**config.mk**
```make
export PLATFORM = sky130hd
export DESIGN_NAME = baud_tick_timer
export DESIGN_NICKNAME = d
export VERILOG_FILES = /design/src/rtl/baud_tick_timer.sv
export SDC_FILE = /design/constraint.sdc
export NUM_CORES = 1
export LEC_CHECK = 0
export ABC_AREA = 0
export BUFFER_PORTS_ARGS = -buffer_cell sky130_fd_sc_hd__buf_2
export CORE_AREA = 4 4 41 43
export DETAILED_ROUTE_END_ITERATION = 12
export DIE_AREA = 0 0 45 47
export GPL_ROUTABILITY_DRIVEN = 0
export PLACE_DENSITY = 0.69
export SETUP_SLACK_MARGIN = 0.05
export SLEW_MARGIN = 20
export SYNTH_ARGS = -nofsm -noshare
export SYNTH_HDL_FRONTEND = slang
export SYNTH_SLANG_ARGS = --single-unit
```
**constraint.sdc**
```tcl
create_clock -name clk -period 5.3 [get_ports clk]
set_clock_uncertainty 0.05 [all_clocks]
set_input_delay 1.06 -clock clk [delete_from_list [all_inputs] [get_ports clk]]
set_output_delay 1.06 -clock clk [all_outputs]
set_load 0.02 [all_outputs]
```
**src/rtl/baud_tick_timer.sv**
```systemverilog
module baud_tick_timer #(
  parameter int PRE_DIV = 16,
  parameter int EXT_DIV = 32
) (
  input  logic clk,
  input  logic rst_n,
  input  logic soft_rst,
  input  logic baud_pulse,
  input  logic cfg_wr,
  input  logic cfg_en,
  input  logic cfg_fine,
  input  logic irq_ack,
  output logic irq_req,
  output logic tmr_en,
  output logic fine_rate
);
  localparam int PW = (PRE_DIV > 1) ? $clog2(PRE_DIV) : 1;
  localparam int EW = (EXT_DIV > 1) ? $clog2(EXT_DIV) : 1;
  localparam logic [PW-1:0] PRE_TOP = PW'(PRE_DIV - 1);
  localparam logic [EW-1:0] EXT_TOP = EW'(EXT_DIV - 1);

  logic [PW-1:0] pre_cnt;
  logic [EW-1:0] ext_cnt;
  logic          pre_wrap, ext_wrap, tick;

  assign pre_wrap = tmr_en && baud_pulse && (pre_cnt == PRE_TOP);
  assign ext_wrap = pre_wrap && (ext_cnt == EXT_TOP);
  assign tick     = fine_rate ? pre_wrap : ext_wrap;

  always_ff @(posedge clk or negedge rst_n) begin
    if (!rst_n) begin
      tmr_en    <= 1'b0;
      fine_rate <= 1'b0;
    end else if (soft_rst) begin
      tmr_en    <= 1'b0;
      fine_rate <= 1'b0;
    end else if (cfg_wr) begin
      tmr_en <= cfg_en;
      if (!tmr_en) fine_rate <= cfg_fine;
    end
  end

  always_ff @(posedge clk or negedge rst_n) begin
    if (!rst_n) begin
      pre_cnt <= '0;
      ext_cnt <= '0;
    end else if (soft_rst || !tmr_en) begin
      pre_cnt <= '0;
      ext_cnt <= '0;
    end else if (baud_pulse) begin
      pre_cnt <= pre_wrap ? '0 : pre_cnt + 1'b1;
      if (pre_wrap && !fine_rate)
        ext_cnt <= ext_wrap ? '0 : ext_cnt + 1'b1;
    end
  end

  always_ff @(posedge clk or negedge rst_n) begin
    if (!rst_n)                   irq_req <= 1'b0;
    else if (soft_rst || !tmr_en) irq_req <= 1'b0;
    else if (tick)                irq_req <= 1'b1;
    else if (irq_ack)             irq_req <= 1'b0;
  end
endmodule

```
# [After elaboration in Yosys (flattened, before gate mapping)]
# Index checks and enable logic that the tools add are counted.
# W data, S select, Z words.
[totals] ff_bits=12 inputBits=8 out_inout_bits=3
[op_classes] addsub=2 eq_ne=3 muxes=16 n_reduce_logical=13
[op_table] operator="$mux W5" count=4
[op_table] operator="$mux W4" count=3
[op_table] operator="$mux W1" count=9
[op_table] operator="$reduce_bool A2 Y1" count=3
[op_table] operator="$add A5 B1 Y5 const B" count=1
[op_table] operator="$eq A5 B5 Y1 const B" count=1
[op_table] operator="$add A4 B1 Y4 const B" count=1
[op_table] operator="$eq A4 B4 Y1 const B" count=1
[op_table] operator="$logic_and A1 B1 Y1" count=4
[op_table] operator="$reduce_and A2 Y1" count=2
[op_table] operator="$reduce_bool A3 Y1" count=1
[op_table] operator="$logic_not A1 Y1" count=2
[op_table] operator="$ne A2 B2 Y1 const B" count=1
[op_table] operator="$logic_or A1 B1 Y1" count=1

# [Longest topological paths before layout]
[depth] word_depth=7 mapped_depth=6 depth_no_buf=6

# [Least setup slack after synthesis]
# No wires, ideal clock.
[synth_timing] path_type="input-to-reg" startpoint="input baud_pulse" endpoint="register ext_cnt[3]" setup_ns=0.082 arrival_ns=1.765 slack_ns=3.403 path_stages=3 path_buffers=0 cell_sequence="nand2_1 or4b_1 a31oi_1"
[synth_via] elab_chain_len=7 elab_cells_between_ends=11 classes_between="4 x mux; 7 x reduce/logical"
[synth_rtl] item="start: declaration" line="8" text="input logic baud_pulse,"
[synth_rtl] item="$logic_and A1 B1 Y1 (2 in a row)" line="26" text="assign pre_wrap = tmr_en && baud_pulse && (pre_cnt == PRE_TOP);"
[synth_rtl] item="$logic_and A1 B1 Y1" line="27" text="assign ext_wrap = pre_wrap && (ext_cnt == EXT_TOP);"
[synth_rtl] item="$mux W5" line="53" text="ext_cnt <= ext_wrap ? '0 : ext_cnt + 1'b1;"
[synth_rtl] item="$mux W5" line="52" text="if (pre_wrap && !fine_rate)"
[synth_rtl] item="$mux W5" line="50" text="end else if (baud_pulse) begin"
[synth_rtl] item="$mux W5" line="47" text="end else if (soft_rst || !tmr_en) begin"
[synth_rtl] item="end signal: assignment" line="53"
[synth_rtl] item="end: declaration" line="23" text="logic [EW-1:0] ext_cnt;"
# Several ways; a longest one is shown, not always the timed one. The select of a mux whose other input is x is not followed.
# A chain may end at the register's enable or synchronous reset.

# [Final worst setup path]
[layout_timing] startpoint="register tmr_en" endpoint="output tmr_en"
[layout_rtl] item="start: declaration" line="14" text="output logic tmr_en,"
[layout_rtl] item="start signal: assignment" line="38" text="tmr_en <= cfg_en;"
# No word-level cell between the ends.

==> results.yml <==
cts:
  cts_hold_buf: 0
  insertion_delay_ns: 0.27
  clkTransAtPathRegs_ns: 0.07
  clockBufferDepth: 2
  ctsResizeCount: 0
  numCtsBuffers: 3
  cts_tree: "done"
  htreeDepth: 1
  numClockSinks: 12
  cts_setup_buffers: 0
  cts-root-buf: "clkbuf_4"
power_and_ir_drop:
  p_sw_mw: 0.0371
  p_clk_frac: 0.340
  peakVddDrop_uv: 132
  p_comb_frac: 0.075
  p_int_mw: 0.124
  p_sw_frac: 0.230
  power.share.sequential: 0.584
  p_leak_nw: 0.348
  p_per_area_nw_per_um2: 222
  p_total_mw: 0.161
floorplan:
  dieArea_sq_um: 2120
  placementRows: 13
  coreArea_sq_um: 1300
  die_y_microns: 47
  ioPinCount: 11
  start_util: 0.491
  die_x_microns: 45
timing:
  hold_violations: 0
  finalCriticalPeriod_ns: 2.03
  tns_ns: 0
  slew_violations: 0
  worst_slew_pin_slew_ns: 0.329
  slew_headroom: 0.780
  fmax_ghz: 0.492
  setup_viol: 0
  period_share: 0.384
  setup_slack_ns: 3.27
  rsz0062_at_grt: "false"
final_layout:
  diodes: 0
  fin_cells: 89
  final_nets: 87
  drive_gt1_frac: 0.243
  syn_to_final_growth_pct: 13.7
worst_setup_path:
  cp.arrival_ns: 0.92
  critPathCaptureType: "primary output"
  cp_slowest_stage_delay_ns: 0.45
  critPathSlowestCell: "dfrtp_1"
  crit_chain: "buf_2"
  crit_path_start_kind: "flop"
  crit_family: "flip-flops"
  endpoint: "tmr_en"
  critPathMaxFanout: 7
  reg2reg_from: "ext_cnt[0]"
  crit_buf_inv: 1
  regToRegEndpoint: "ext_cnt[3]"
  crit_start: "tmr_en"
  worst-path-stages: 1
  path_class: "flop to primary output"
  rrSetupSlack_ns: 3.38
  cp.required_ns: 4.19
  ff2ff_path_depth: 6
min_path:
  hp-class: "flop to flop"
yosys:
  yosysWarnings: 0
  avgSynthCellArea_sq_um: 10.3
  synthCells: 62
  ys_types: 29
  synth.cell_area_sq_um: 639
  yosysSeqAreaShare: 0.470
  synth_fp_nets: 73
  synth-seq-cells: 12
global_routing:
  globalRouteOverflowTotal: 0
  antenna_found_initial: 0
  grt_pass1_wl_microns: 2220
  globalRouteTotalUtil: 0.149
  grt_pass1_vias: 555
  grt_max_degree: 13
placed_design:
  post-place-ws_ns: 3.21
  numPortBuffers: 10
  dpl.cell_count: 86
  place_hpwl_microns: 937
route:
  ant_nets: 0
  drcViolationCount: 0
  wirelength_microns: 1240
  vias: 536
  avgRoutedWirePerCell_microns: 13.9
  via_per_inst: 6.02
  drt_iter0_drc: 3
  firstDrtPassIters: 4
status:
  outcome: "finished clean"
job:
  cap_violations: 0
==> layer usage <==
metal / global-route usage / share of wire / vias up
li1: - / - / 256
met3: 0.0383 / 0.040 / 5
met1: 0.163 / 0.44 / 266
met4: 0.105 / 0.023 / 0
met2: 0.251 / 0.50 / 9
met5: 0 / 0 / -
==> metrics by stage <==
step            util  hold WS, ns  instance area, sq um
2_1_floorplan      -        0.422                   639
3_3_place_gp   0.541        0.456                   704
3_5_place_dp   0.541        0.455                   704
4_1_cts        0.559        0.472                   727
5_1_grt        0.559        0.496                   727
6_report       0.559        0.464                   727
==> power groups by stage <==
stage	Sequential, mW	Combinational (mW)	Clock (mW)
finish	0.0941	0.0121	0.0548
global route	0.0943	0.0136	0.0606
CTS	0.0941	0.0124	0.0562
detailed placement	0.0959	0.0123	0
global placement	0.0958	0.0121	0
floorplan	0.0967	0.00464	0
==> cells in the final DEF (no fill, tap or decap), types with 2 or more instances in the layout <==
cell      count
ha_1          3
clkbuf_4      3
a22o_1        2
a21oi_1       3
o21ai_0       2
dfrtp_1      12
nor2_1        6
a31oi_1       3
nand2b_1      2
nand3b_1      2
mux2i_1       3
nand3_1       3
nand2_1       4
buf_2        10
==> worst min path at each step <==
stage / cells after the start / to / startpoint
final: 1 / ext_cnt[4] / ext_cnt[4]
after global routing: 1 / ext_cnt[4] / ext_cnt[4]
after CTS: 1 / ext_cnt[4] / ext_cnt[4]
after detailed placement: 1 / ext_cnt[4] / ext_cnt[4]
after global placement: 1 / ext_cnt[4] / ext_cnt[4]
after floorplan: 1 / ext_cnt[4] / ext_cnt[4]
==> flip-flops by register name, indices dropped and copies added, names as in the netlist <==
name / count
ext_cnt: 5
pre_cnt: 4
fine_rate: 1
irq_req: 1
tmr_en: 1
==> area by class of cell <==
type	count	area, sq um
fill	120	574
multi-input combinational	48	332
sequential	12	300
timing repair buffer	10	50.0
clock buffer	3	22.5
tap	15	18.8
inverter	1	3.75
==> Yosys cell counts <==
master / n / area (sq um)
a211o_2: 1 / 10.0
a21oi_1: 3 / 15.0
a22o_1: 2 / 17.5
a31oi_1: 3 / 18.8
and2_1: 1 / 6.26
and3_1: 1 / 6.26
and3_2: 1 / 7.51
and4_1: 1 / 8.76
and4b_2: 1 / 11.3
clkbuf_1: 1 / 3.75
dfrtp_1: 12 / 300
ha_1: 3 / 37.5
inv_1: 1 / 3.75
mux2_2: 1 / 11.3
mux2i_1: 3 / 30.0
nand2_1: 4 / 15.0
nand2b_1: 2 / 12.5
nand3_1: 3 / 15.0
nand3b_1: 2 / 15.0
nand4b_1: 1 / 8.76
nor2_1: 6 / 22.5
nor2b_1: 1 / 6.26
nor3_1: 1 / 5.00
nor3b_1: 1 / 7.51
o211ai_1: 1 / 7.51
o21ai_0: 2 / 10.0
or3_2: 1 / 7.51
or4b_1: 1 / 10.0
xnor2_1: 1 / 8.76
==> kinds of logic after synthesis <==
| group | after synthesis | synth area share |
|---|---|---|
| AO/OA/AOI/OAI | 12 | 0.123 |
| XOR/XNOR | 1 | 0.0137 |
| adder cells (fa/ha/maj) | 3 | 0.0587 |
| buffers and inverters | 2 | 0.0117 |
| flip-flops | 12 | 0.470 |
| multiplexers | 4 | 0.0646 |
| AND/OR/NAND/NOR | 28 | 0.258 |
(Power assumes the default switching activity.)
